$ cat src/rtl/cfgs_pkg.sv
// Shared types and helpers for the serial configuration slave.
package cfgs_pkg;

    // Protocol sequencer states.
    typedef enum logic [2:0] {
        ST_IDLE,    // waiting for a start condition
        ST_RX,      // shifting in an address or write byte
        ST_ACK,     // slave acknowledge slot
        ST_TX,      // shifting out a read byte
        ST_MACK,    // waiting for the master's acknowledge bit
        ST_TXWAIT   // master acknowledged, waiting for SCL low to load next byte
    } cfgs_state_e;

    // Two-digit binary-coded decimal of a small count (0..99).
    function automatic logic [7:0] to_bcd(input int unsigned n);
        logic [3:0] tens;
        logic [3:0] ones;
        tens = 4'((n / 10) % 10);
        ones = 4'(n % 10);
        return {tens, ones};
    endfunction

endpackage

$ cat src/rtl/cfgs_line_sync.sv
// Two-wire line conditioner.
// Brings SCL and SDA into the system clock domain through a flop chain,
// then flags SCL edges and the start/stop conditions.
// Assumes every SCL phase lasts several system clocks, so one registered
// copy of each line is enough for edge detection.
module cfgs_line_sync #(
    parameter int STAGES = 2
) (
    input  logic clk,
    input  logic rst_n,
    input  logic scl_i,
    input  logic sda_i,
    output logic scl_s,
    output logic sda_s,
    output logic scl_rise,
    output logic scl_fall,
    output logic start_det,
    output logic stop_det
);
    localparam int LINES = 2;   // index 0 = SCL, index 1 = SDA

    logic [LINES-1:0]             raw;
    logic [LINES-1:0][STAGES-1:0] pipe_q;
    logic [LINES-1:0]             last_q;

    assign raw = {sda_i, scl_i};

    for (genvar l = 0; l < LINES; l++) begin : g_line
        // Synchronizer chain plus one delayed copy; lines idle high.
        always_ff @(posedge clk) begin
            if (!rst_n) begin
                pipe_q[l] <= '1;
                last_q[l] <= 1'b1;
            end else begin
                pipe_q[l] <= {pipe_q[l][STAGES-2:0], raw[l]};
                last_q[l] <= pipe_q[l][STAGES-1];
            end
        end
    end

    assign scl_s     = pipe_q[0][STAGES-1];
    assign sda_s     = pipe_q[1][STAGES-1];
    assign scl_rise  =  scl_s & ~last_q[0];
    assign scl_fall  = ~scl_s &  last_q[0];
    assign start_det =  scl_s & last_q[0] &  last_q[1] & ~sda_s;
    assign stop_det  =  scl_s & last_q[0] & ~last_q[1] &  sda_s;

endmodule

$ cat src/rtl/cfgs_reg_bank.sv
// Configuration register bank.
// One write port fed by the protocol sequencer and one read port with a
// zero result outside the implemented range. The bank is also flattened
// onto a parallel bus.
// Assumes at most one write per clock.
module cfgs_reg_bank #(
    parameter int         NUM_REGS = 12,
    parameter int         IDX_W    = 5,
    parameter logic [7:0] RST_VAL  = 8'hFF
) (
    input  logic                  clk,
    input  logic                  rst_n,
    input  logic                  wr_en,
    input  logic [IDX_W-1:0]      wr_idx,
    input  logic [7:0]            wr_data,
    input  logic [IDX_W-1:0]      rd_idx,
    output logic [7:0]            rd_data,
    output logic [NUM_REGS*8-1:0] bank_o
);
    for (genvar g = 0; g < NUM_REGS; g++) begin : g_reg
        logic [7:0] val_q;
        // One register: reset to default, load on an addressed write.
        always_ff @(posedge clk) begin
            if (!rst_n)
                val_q <= RST_VAL;
            else if (wr_en && (wr_idx == IDX_W'(g)))
                val_q <= wr_data;
        end
        assign bank_o[g*8 +: 8] = val_q;
    end

    // Read mux, zero when the index is past the last register.
    always_comb begin
        rd_data = 8'h00;
        for (int i = 0; i < NUM_REGS; i++)
            if (rd_idx == IDX_W'(i))
                rd_data = bank_o[i*8 +: 8];
    end

    AST_BANK_HOLD: assert property (@(posedge clk) disable iff (!rst_n)
        !wr_en |=> $stable(bank_o));

endmodule

$ cat src/rtl/cfgs_byte_engine.sv
// Protocol sequencer for the serial configuration slave.
// Frames bytes on the conditioned SCL edges, matches the address and
// acknowledges. In a write it skips two header bytes and then issues
// register stores. In a read it returns a BCD register count followed by
// the register contents.
// Assumes conditioned lines from cfgs_line_sync: SDA is sampled on SCL
// rise and the drive changes only after an SCL fall.
module cfgs_byte_engine
    import cfgs_pkg::*;
#(
    parameter int         NUM_REGS = 12,
    parameter int         IDX_W    = 5,
    parameter logic [7:0] WR_ADDR  = 8'hD2,
    parameter logic [7:0] RD_ADDR  = 8'hD3
) (
    input  logic             clk,
    input  logic             rst_n,
    input  logic             scl_s,
    input  logic             sda_s,
    input  logic             scl_rise,
    input  logic             scl_fall,
    input  logic             start_det,
    input  logic             stop_det,
    input  logic [7:0]       rd_data,
    output logic [IDX_W-1:0] rd_idx,
    output logic             wr_en,
    output logic [IDX_W-1:0] wr_idx,
    output logic [7:0]       wr_data,
    output logic             sda_oe
);
    localparam logic [7:0]       COUNT_BCD  = to_bcd(NUM_REGS);
    localparam logic [IDX_W-1:0] IDX_MAX    = '1;
    localparam logic [IDX_W-1:0] FIRST_DATA = IDX_W'(3);   // addr + 2 header bytes
    localparam logic [IDX_W-1:0] FIRST_RD   = IDX_W'(2);   // addr + count byte

    cfgs_state_e      state_q;
    logic             is_read_q;
    logic [2:0]       bit_q;
    logic [7:0]       sh_q;
    logic [IDX_W-1:0] idx_q;     // completed bytes since start, saturating
    logic             oe_q;
    logic             wr_en_q;
    logic [IDX_W-1:0] wr_idx_q;
    logic [7:0]       wr_data_q;

    logic [7:0]       rx_byte;
    logic [IDX_W-1:0] idx_next;
    logic [IDX_W-1:0] data_slot;
    logic             slot_ok;
    logic [7:0]       tx_byte;

    // Byte assembly, index bookkeeping and the next byte to send.
    assign rx_byte   = {sh_q[6:0], sda_s};
    assign idx_next  = (idx_q == IDX_MAX) ? idx_q : idx_q + IDX_W'(1);
    assign data_slot = idx_q - FIRST_DATA;
    assign slot_ok   = (idx_q >= FIRST_DATA) && (data_slot < IDX_W'(NUM_REGS));
    assign rd_idx    = idx_q - FIRST_RD;
    assign tx_byte   = (idx_q == IDX_W'(1)) ? COUNT_BCD : rd_data;

    // Main sequencer: start and stop override every state.
    always_ff @(posedge clk) begin
        if (!rst_n) begin
            state_q   <= ST_IDLE;
            is_read_q <= 1'b0;
            bit_q     <= '0;
            sh_q      <= '0;
            idx_q     <= '0;
            oe_q      <= 1'b0;
            wr_en_q   <= 1'b0;
            wr_idx_q  <= '0;
            wr_data_q <= '0;
        end else begin
            wr_en_q <= 1'b0;
            if (start_det) begin
                state_q   <= ST_RX;
                is_read_q <= 1'b0;
                bit_q     <= '0;
                idx_q     <= '0;
                oe_q      <= 1'b0;
            end else if (stop_det) begin
                state_q <= ST_IDLE;
                oe_q    <= 1'b0;
            end else begin
                case (state_q)
                    ST_IDLE: ;
                    ST_RX: if (scl_rise) begin
                        sh_q <= rx_byte;
                        if (bit_q == 3'd7) begin
                            bit_q <= '0;
                            idx_q <= idx_next;
                            if (idx_q == '0) begin
                                if (rx_byte == WR_ADDR) begin
                                    is_read_q <= 1'b0;
                                    state_q   <= ST_ACK;
                                end else if (rx_byte == RD_ADDR) begin
                                    is_read_q <= 1'b1;
                                    state_q   <= ST_ACK;
                                end else begin
                                    state_q   <= ST_IDLE;
                                end
                            end else begin
                                state_q <= ST_ACK;
                                if (slot_ok) begin
                                    wr_en_q   <= 1'b1;
                                    wr_idx_q  <= data_slot;
                                    wr_data_q <= rx_byte;
                                end
                            end
                        end else begin
                            bit_q <= bit_q + 3'd1;
                        end
                    end
                    ST_ACK: if (scl_fall) begin
                        if (!oe_q) begin
                            oe_q <= 1'b1;
                        end else if (is_read_q) begin
                            sh_q    <= tx_byte;
                            oe_q    <= ~tx_byte[7];
                            bit_q   <= '0;
                            state_q <= ST_TX;
                        end else begin
                            oe_q    <= 1'b0;
                            state_q <= ST_RX;
                        end
                    end
                    ST_TX: if (scl_fall) begin
                        if (bit_q == 3'd7) begin
                            oe_q    <= 1'b0;
                            bit_q   <= '0;
                            idx_q   <= idx_next;
                            state_q <= ST_MACK;
                        end else begin
                            sh_q  <= {sh_q[6:0], 1'b0};
                            oe_q  <= ~sh_q[6];
                            bit_q <= bit_q + 3'd1;
                        end
                    end
                    ST_MACK: if (scl_rise) begin
                        state_q <= sda_s ? ST_IDLE : ST_TXWAIT;
                    end
                    ST_TXWAIT: if (scl_fall) begin
                        sh_q    <= tx_byte;
                        oe_q    <= ~tx_byte[7];
                        bit_q   <= '0;
                        state_q <= ST_TX;
                    end
                    default: state_q <= ST_IDLE;
                endcase
            end
        end
    end

    assign sda_oe  = oe_q;
    assign wr_en   = wr_en_q;
    assign wr_idx  = wr_idx_q;
    assign wr_data = wr_data_q;

    AST_BAD_ADDR_IDLE: assert property (@(posedge clk) disable iff (!rst_n)
        (state_q == ST_RX && idx_q == '0 && bit_q == 3'd7 && scl_rise && !start_det && !stop_det
         && rx_byte != WR_ADDR && rx_byte != RD_ADDR) |=> (state_q == ST_IDLE && !sda_oe));
    AST_HDR_NOT_STORED: assert property (@(posedge clk) disable iff (!rst_n)
        wr_en |-> (!is_read_q && idx_q > FIRST_DATA));
    AST_STORE_IN_RANGE: assert property (@(posedge clk) disable iff (!rst_n)
        wr_en |-> (wr_idx < IDX_W'(NUM_REGS)));
    AST_TX_BIT_DRIVE: assert property (@(posedge clk) disable iff (!rst_n)
        (state_q == ST_TX) |-> (sda_oe == !sh_q[7]));
    AST_NACK_ENDS: assert property (@(posedge clk) disable iff (!rst_n)
        (state_q == ST_MACK && scl_rise && sda_s && !start_det && !stop_det)
        |=> (state_q == ST_IDLE && !sda_oe));
    AST_DRIVE_SCL_LOW: assert property (@(posedge clk) disable iff (!rst_n)
        (!$stable(sda_oe) && !$past(start_det) && !$past(stop_det)) |-> !scl_s);

endmodule

$ cat src/rtl/cfg_serial_slave.sv
// Serial configuration slave, top level.
// Chains the line conditioner, the protocol sequencer and the register
// bank. SDA leaves the block as an open-drain enable (1 = pull low).
// Assumes SCL phases of at least 8 system clocks and no clock stretching.
module cfg_serial_slave #(
    parameter int         NUM_REGS    = 12,
    parameter logic [7:0] RST_VAL     = 8'hFF,
    parameter logic [7:0] WR_ADDR     = 8'hD2,
    parameter logic [7:0] RD_ADDR     = 8'hD3,
    parameter int         SYNC_STAGES = 2
) (
    input  logic                  clk,
    input  logic                  rst_n,
    input  logic                  scl_i,
    input  logic                  sda_i,
    output logic                  sda_oe_o,
    output logic [NUM_REGS*8-1:0] cfg_o
);
    localparam int IDX_W = $clog2(NUM_REGS + 3) + 1;

    logic             scl_s, sda_s, scl_rise, scl_fall, start_det, stop_det;
    logic             wr_en;
    logic [IDX_W-1:0] wr_idx, rd_idx;
    logic [7:0]       wr_data, rd_data;

    cfgs_line_sync #(.STAGES(SYNC_STAGES)) u_sync (
        .clk(clk), .rst_n(rst_n), .scl_i(scl_i), .sda_i(sda_i),
        .scl_s(scl_s), .sda_s(sda_s), .scl_rise(scl_rise), .scl_fall(scl_fall),
        .start_det(start_det), .stop_det(stop_det)
    );

    cfgs_byte_engine #(
        .NUM_REGS(NUM_REGS), .IDX_W(IDX_W), .WR_ADDR(WR_ADDR), .RD_ADDR(RD_ADDR)
    ) u_engine (
        .clk(clk), .rst_n(rst_n), .scl_s(scl_s), .sda_s(sda_s),
        .scl_rise(scl_rise), .scl_fall(scl_fall),
        .start_det(start_det), .stop_det(stop_det),
        .rd_data(rd_data), .rd_idx(rd_idx),
        .wr_en(wr_en), .wr_idx(wr_idx), .wr_data(wr_data),
        .sda_oe(sda_oe_o)
    );

    cfgs_reg_bank #(.NUM_REGS(NUM_REGS), .IDX_W(IDX_W), .RST_VAL(RST_VAL)) u_bank (
        .clk(clk), .rst_n(rst_n), .wr_en(wr_en), .wr_idx(wr_idx), .wr_data(wr_data),
        .rd_idx(rd_idx), .rd_data(rd_data), .bank_o(cfg_o)
    );

endmodule

$ cat config.mk
export PLATFORM = sky130hd
export DESIGN_NAME = cfg_serial_slave
export DESIGN_NICKNAME = d
export VERILOG_FILES = /design/src/rtl/cfgs_pkg.sv /design/src/rtl/cfgs_line_sync.sv /design/src/rtl/cfgs_reg_bank.sv /design/src/rtl/cfgs_byte_engine.sv /design/src/rtl/cfg_serial_slave.sv
export SDC_FILE = /design/constraint.sdc
export NUM_CORES = 1
export LEC_CHECK = 0
export BUFFER_PORTS_ARGS = -buffer_cell sky130_fd_sc_hd__buf_2
export CAP_MARGIN = 20
export CORE_MARGIN = 2
export CORE_UTILIZATION = 55
export CTS_CLUSTER_DIAMETER = 200
export DETAILED_ROUTE_END_ITERATION = 10
export PLACE_DENSITY = 0.79
export SLEW_MARGIN = 20
export SYNTH_ARGS = -nofsm -noshare
export SYNTH_HDL_FRONTEND = slang
export SYNTH_SLANG_ARGS = --single-unit
$ cat constraint.sdc
create_clock -name clk -period 3 [get_ports clk]
set_clock_uncertainty 0.15 [all_clocks]
set_input_delay 0.15 -clock clk [delete_from_list [all_inputs] [get_ports clk]]
set_output_delay 0.15 -clock clk [all_outputs]
set_load 0.01 [all_outputs]
# After elaboration in Yosys (flattened, before gate mapping)
# Cells that the tools add are included.
[word_totals]
out_inout_bits = 97
elab_cells = 196
reg_bits = 136
input_bits = 4
[op_classes]
bitwise = 21
n_reduce_logical = 32
n_eq_ne = 51
n_addsub = 4
n_lt_le_gt_ge = 2
mux = 60
[ops]
columns = ["cell", "n"]
rows = [
  ["two-way mux 8 bit", 13],
  ["two-way mux 3 bit", 18],
  ["two-way mux 7 bit", 7],
  ["equality test 5 x 3 -> 1 bit (second input constant)", 8],
  ["equality test 5 x 4 -> 1 bit (second input constant)", 8],
  ["case mux 7 bit (4 select lines)", 1],
  ["equality test 5 x 2 -> 1 bit (second input constant)", 4],
  ["two-way mux 5 bit", 4],
  ["!= test 4 bit (second input constant)", 5],
  ["case mux 3 bit (6 select lines)", 1],
  ["AND reduction 9 bit", 2],
  ["equality test 8 bit (second input constant)", 2],
  ["equality test 5 x 1 -> 1 bit (second input constant)", 3],
  ["zero test 5 bit", 3],
  ["inverter 1 bit", 14],
  ["logical AND 1 bit", 13],
  ["!= test 2 bit (second input constant)", 6],
  ["!= test 4 x 3 -> 1 bit (second input constant)", 3],
  ["case mux 3 bit (4 select lines)", 1],
  ["two-way mux 1 bit", 11],
  ["case mux 5 bit (2 select lines)", 1],
  ["AND reduction 10 bit", 1],
  ["subtractor 5 x 2 -> 5 bit (second input constant)", 2],
  ["equality test 3 bit (second input constant)", 3],
  ["other kinds (23)", 36],
]

# Longest topological paths before layout
[logic_depth]
ltp_word = 20
ltp_mapped = 10
depth_no_buf = 8

# Hierarchy
# A second synthesis with hierarchy kept.
[hier_totals]
hier_cells = 851
hier_area_um2 = 6905.4
[modules_own_cells]
columns = ["module", "instances", "area_each_um2", "seq_area_each_um2", "cells_per_inst"]
rows = [
  ["cfgs_reg_bank", 1, 4615.7, 1921.8, 595],
  ["cfgs_byte_engine", 1, 2099.5, 680.7, 240],
  ["cfgs_line_sync", 1, 190.2, 120.1, 16],
]

# Worst setup path after synthesis
# OpenSTA, ideal clock, no wires.
[synth_path]
path_kind = "register to register"
startpoint = "register u_engine.idx_q[2]"
endpoint = "register u_engine.oe_q (netlist: u_engine.sda_oe)"
period_less_slack_ns = 2.446
n_path_buf = 2
stages_incl_launch_ff = 11
setup_ns = 0.130
arrival_ns = 2.166
required_time_ns = 2.720
path_slack_ns = 0.554
cell_sequence = "dfxtp_1 buf_2 inv_1 ha_1 buf_2 xor2_2 and3_1 a22oi_1 o22ai_1 a2111oi_0 a21oi_1"
[synth_via]
elab_chain_len = 20
word_cells_on_any_way = 33
cone_classes = "add/sub (1); eq/ne (12); mux (18); bitwise (1); reduce/logical (1)"
[synth_rtl]
columns = ["item", "line_no", "source"]
rows = [
  ["start: declaration", "cfgs_byte_engine.sv:40", "logic [IDX_W-1:0] idx_q;"],
  ["start signal: assignment", "cfgs_byte_engine.sv:90", "idx_q <= idx_next;"],
  ["start signal: assignment", "cfgs_byte_engine.sv:130", "idx_q <= idx_next;"],
  ["subtractor 5 x 2 -> 5 bit", "cfgs_byte_engine.sv:57", "assign rd_idx = idx_q - FIRST_RD;"],
  ["zero test 5 bit", "cfgs_reg_bank.sv:36", "if (rd_idx == IDX_W'(i))"],
  ["two-way mux 8 bit (12 in a row)", "cfgs_reg_bank.sv:36", ""],
  ["two-way mux 8 bit *", "cfgs_byte_engine.sv:58", "assign tx_byte = (idx_q == IDX_W'(1)) ? COUNT_BCD : rd_data;"],
  ["inverter 1 bit *", "cfgs_byte_engine.sv:118, cfgs_byte_engine.sv:143", ""],
  ["two-way mux 1 bit", "cfgs_byte_engine.sv:116", "end else if (is_read_q) begin"],
  ["two-way mux 1 bit", "cfgs_byte_engine.sv:114", "if (!oe_q) begin"],
  ["two-way mux 1 bit", "cfgs_byte_engine.sv:113", "ST_ACK: if (scl_fall) begin"],
  ["case mux 1 bit (3 select lines) *", "cfgs_byte_engine.sv:84", "case (state_q)"],
  ["end signal: assignment", "cfgs_byte_engine.sv:118", "oe_q <= ~tx_byte[7];"],
  ["end signal: assignment", "cfgs_byte_engine.sv:134", "oe_q <= ~sh_q[6];"],
  ["end signal: assignment", "cfgs_byte_engine.sv:143", "oe_q <= ~tx_byte[7];"],
  ["end: declaration", "cfgs_byte_engine.sv:41", "logic oe_q;"],
]
# Every way passes the cells marked *; elsewhere a longest branch is shown, timed or not. The select of a mux whose other input is x is not followed.
# A chain may end at the register's enable or synchronous reset.

# Worst setup path in the final report
[layout_path]
startpoint = "register u_engine.idx_q[2]"
endpoint = "register u_engine.sh_q[5]"
[layout_via]
elab_chain_len = 19
word_cells_on_any_way = 32
cone_classes = "add/sub (1); eq/ne (12); mux (18); reduce/logical (1)"
[layout_rtl]
columns = ["item", "line_no", "source"]
rows = [
  ["subtractor 5 x 2 -> 5 bit", "cfgs_byte_engine.sv:57", ""],
  ["zero test 5 bit", "cfgs_reg_bank.sv:36", ""],
  ["two-way mux 8 bit (12 in a row)", "cfgs_reg_bank.sv:36", ""],
  ["two-way mux 8 bit *", "cfgs_byte_engine.sv:58", ""],
  ["two-way mux 7 bit", "cfgs_byte_engine.sv:116", ""],
  ["two-way mux 7 bit", "cfgs_byte_engine.sv:114", ""],
  ["two-way mux 7 bit", "cfgs_byte_engine.sv:113", ""],
  ["case mux 7 bit (4 select lines) *", "cfgs_byte_engine.sv:84", ""],
  ["end signal: assignment", "cfgs_byte_engine.sv:87", "sh_q <= rx_byte;"],
  ["end signal: assignment", "cfgs_byte_engine.sv:117", "sh_q <= tx_byte;"],
  ["end signal: assignment", "cfgs_byte_engine.sv:133", "sh_q <= {sh_q[6:0], 1'b0};"],
  ["end: declaration", "cfgs_byte_engine.sv:39", "logic [7:0] sh_q;"],
]
# Marks and branches as above.

==> flow_metrics.py <==
metrics = {
    "timing": {
        "finalWorstSetupSlack_ns": 0.323,
        "final_min_period_over_clock_period_pct": 89.2,
        "setup_violations": 0,
        "slew_headroom_pct": 42.7,
        "timing.fmax_mhz": 374,
        "period_needed_ns": 2.68,
        "finalHoldViolations": 0,
        "final_total_negative_setup_slack_ns": 0,
        "rsz0062_at_grt": "false",
        "number_of_max_slew_violations_in_the_final_report": 0,
        "tightest_slew_ns": 0.860,
    },
    "hold_path": {
        "hp-class": "input port to register",
    },
    "global_route": {
        "groute.layer.met1.usage_pct": 49.4,
        "number_of_global_route_vias_before_repair": 6311,
        "grt_overflow": 0,
        "grt_first_pass_wirelength_um": 36400,
        "global_route.usage.met3_pct": 7.42,
        "grt_antenna_before_repair": 0,
        "global_route.peak_usage_layer": "met2",
        "grt_util_met2_pct": 55.4,
        "pin_count_of_the_biggest_net_entering_global_routing": 63,
        "globalRouteTotalUtil_pct": 35.8,
    },
    "drt": {
        "wirelength_um": 24100,
        "dr.pass1.iters": 5,
        "antenna_left": 0,
        "drcViolationCount": 0,
        "vias": 7191,
        "post_drt_via_cell_ratio": 6.10,
        "drt-initial-drc-count": 895,
        "wl_per_cell_um": 20.4,
    },
    "setup_path": {
        "critical-path-top-delay-family": "simple AND/OR/NAND/NOR gates",
        "crit_path_max_fanout": 7,
        "crit_required_ns": 3.16,
        "setup.worst_path.start_class": "register",
        "setup.worst_path.class": "register to register",
        "worst-path-buf-inv": 2,
        "cp_cell_sequence": "inv_1, ha_1, buf_4, xnor2_1, nand2_1, nor2_1, a2bb2oi_1, a211oi_1, nor3_1",
        "critPathSlowestCell": "dfxtp_1",
        "setup.worst_path.end_class": "register",
        "cp_data_arrival_time_ns": 2.83,
        "critPathMaxStageDelay_ns": 0.46,
    },
    "die": {
        "core_region_area_sq_mm": 0.0125,
        "starting_density_pct": 55.8,
        "ioPinCount": 101,
        "num_rows": 41,
        "chipWidth_um": 116,
        "fp.dieArea_sq_mm": 0.0136,
        "floorplan.die.height_um": 116,
    },
    "synth": {
        "synth_largest_type_area_fraction_pct": 39.1,
        "postSynthRegisterBits": 136,
        "synth_area_leaders": "dfxtp_1 (39%), nand2_1 (13%), nand3_1 (5.8%)",
        "asyncSetResetFlopFracSynth_pct": 0,
        "synthesis.area_sq_mm": 0.00696,
        "synth_seq_area_share_pct": 39.1,
        "syn-instance-count": 907,
        "syn_area_cell_sq_um": 7.67,
        "yosys_most_used_dff": "dfxtp_1",
        "synth.distinct_cells": 75,
        "postSynthNetCount": 921,
        "ys_warn_count": 0,
        "synth_largest_area_cell": "dfxtp_1",
        "number_of_enable_flip_flop_cells_after_synthesis": 0,
    },
    "clocking": {
        "htreeDepth": 4,
        "clock_sink_count": 136,
        "max-clock-path-buffers": 2,
        "post_cts.repair.setup_buffers": 0,
        "clock_latency_of_the_later_clocked_register_in_the_worst_skew_pair_ns": 0.43,
        "root_buffer": "clkbuf_16",
        "tritoncts_clock_tree": "done",
        "clk_transition_reported_paths_ns": 0.06,
        "numCtsBuffers": 17,
        "post_cts_resize_count": 0,
    },
    "cells_and_area": {
        "area_growth_pct": 18.4,
        "most_common_library_cell_in_the_layout_ignoring_fill_and_taps": "nand2_1",
        "antenna-diode-count": 0,
        "share_of_the_core_filled_with_cells_pct": 66.1,
        "fillerInstances": 1075,
        "layout-drive-gt1-share_pct": 18.7,
        "final_net_count": 1007,
        "mostFrequentLayoutCells": "nand2_1 (233), dfxtp_1 (136), buf_2 (99), nand3_1 (80), nor2_1 (56)",
    },
    "run_status": {
        "outcome": "completed",
    },
    "placement": {
        "gpl.final_weighted_congestion": 1.11,
        "placement.setup.worst_slack_ns": 0.404,
        "post-dp-hpwl_um": 17000,
        "port_buffers": 100,
    },
    "power_and_ir_drop": {
        "cellLeakagePower_nw": 3.57,
        "p_per_area_mw_per_mm2": 475,
        "worst_vdd_drop_v": 0.000449,
    },
    "flow_run": {
        "max-cap-violations": 0,
    },
}
[through the flow]
| step | instance area, sq um | hold WS, ns | power [mW] | cells |
|---|---|---|---|---|
| floorplan | 6960 | 0.101 | 1.90 | 907 |
| global placement | 7650 | 0.184 | 1.92 | 1144 |
| detailed placement | 7650 | 0.192 | 1.92 | 1144 |
| CTS | 8240 | 0.0498 | 3.92 | 1178 |
| global route | 8240 | 0.0727 | 4.00 | 1178 |
| finish | 8240 | 0.0538 | 3.92 | 1178 |
[worst reg2reg max path, stage by stage (launching register included)]
cell and delay [ns]:
dfxtp_1 0.46, inv_1 0.13, ha_1 0.21, buf_4 0.16, xnor2_1 0.30, nand2_1 0.19
nor2_1 0.36, a2bb2oi_1 0.16, a211oi_1 0.35, nor3_1 0.10
[final timing paths]
check	slack, ns	endpoint	cells past startpoint	from
setup / recovery	0.32	u_engine.sh_q[5]$_SDFFE_PN0P_	9	u_engine.idx_q[2]$_SDFFE_PP0P_
hold / removal	0.05	u_sync.scl_s$_SDFF_PN1_	2	rst_n
setup reg to reg	0.32	u_engine.sh_q[5]$_SDFFE_PN0P_	9	u_engine.idx_q[2]$_SDFFE_PP0P_
hold reg to reg	0.25	u_sync.sda_s$_SDFF_PN1_	1	u_sync.pipe_q[2]$_SDFF_PN1_
[flip-flops by register name (all words and copies together), names as in the netlist, 2 cells and up]
| name | flops |
|---|---|
| u_engine.idx_q | 5 |
| u_engine.bit_q | 3 |
| u_sync.last_q | 2 |
| u_engine.wr_data | 8 |
| u_engine.wr_idx | 5 |
| u_engine.sh_q | 7 |
| u_bank.g.val_q | 96 |
| u_engine.state_q | 3 |
| u_sync.pipe_q | 2 |
[area by class of cell]
type	instances	area [sq um]	share of cell area (%)
inverters	22	82.6	1.00
clock buffers	18	429	5.21
clock inverters	14	140	1.70
multi-input cells	684	3880	47.1
repair buffers	132	773	9.38
well taps	172	215	2.61
flip-flops and latches	136	2720	33.0
[what timing repair did]
action / CTS / global route
hold buffers: 2 / 0
endpoints found under the hold margin: 2 / 0
endpoints found under the setup margin: 0 / 0
[kinds of logic after synthesis]
family,count (synthesis),synth area share (%)
buffers and inverters,87,5.21
xor gates and xnor gates,7,0.989
and+or+nand+nor,468,31.1
adders and majority gates,10,1.80
AOI/OAI and AO/OA,166,17.1
muxes,33,4.75
DFF,136,39.1
[where the power goes]
part | switching, mW | leakage [nW] | internal (mW)
clock network | 0.876 | 0.274 | 1.16
registers | 0.00609 | 1.10 | 1.81
logic | 0.0452 | 2.19 | 0.0190
[per-layer routing]
| layer | routed length [um] | share of wire [%] |
|---|---|---|
| met1 | 10100 | 42 |
| met2 | 10900 | 45 |
| met3 | 2300 | 9.5 |
| met4 | 838 | 3.5 |
| met5 | 0 | 0 |
[cells in the mapped netlist (10+ instances only)]
library cell and n:
nand2_1 233, dfxtp_1 136, nand3_1 80, nor2_1 56, a21oi_1 45, clkbuf_1 45, mux2i_1 33, o21ai_0 22
inv_1 21, nor3_1 20, o211ai_1 17, buf_2 14, nor2b_1 12, a211oi_1 10, ha_1 10, nand2b_1 10
Note: power is estimated with default switching activity, not from simulation.
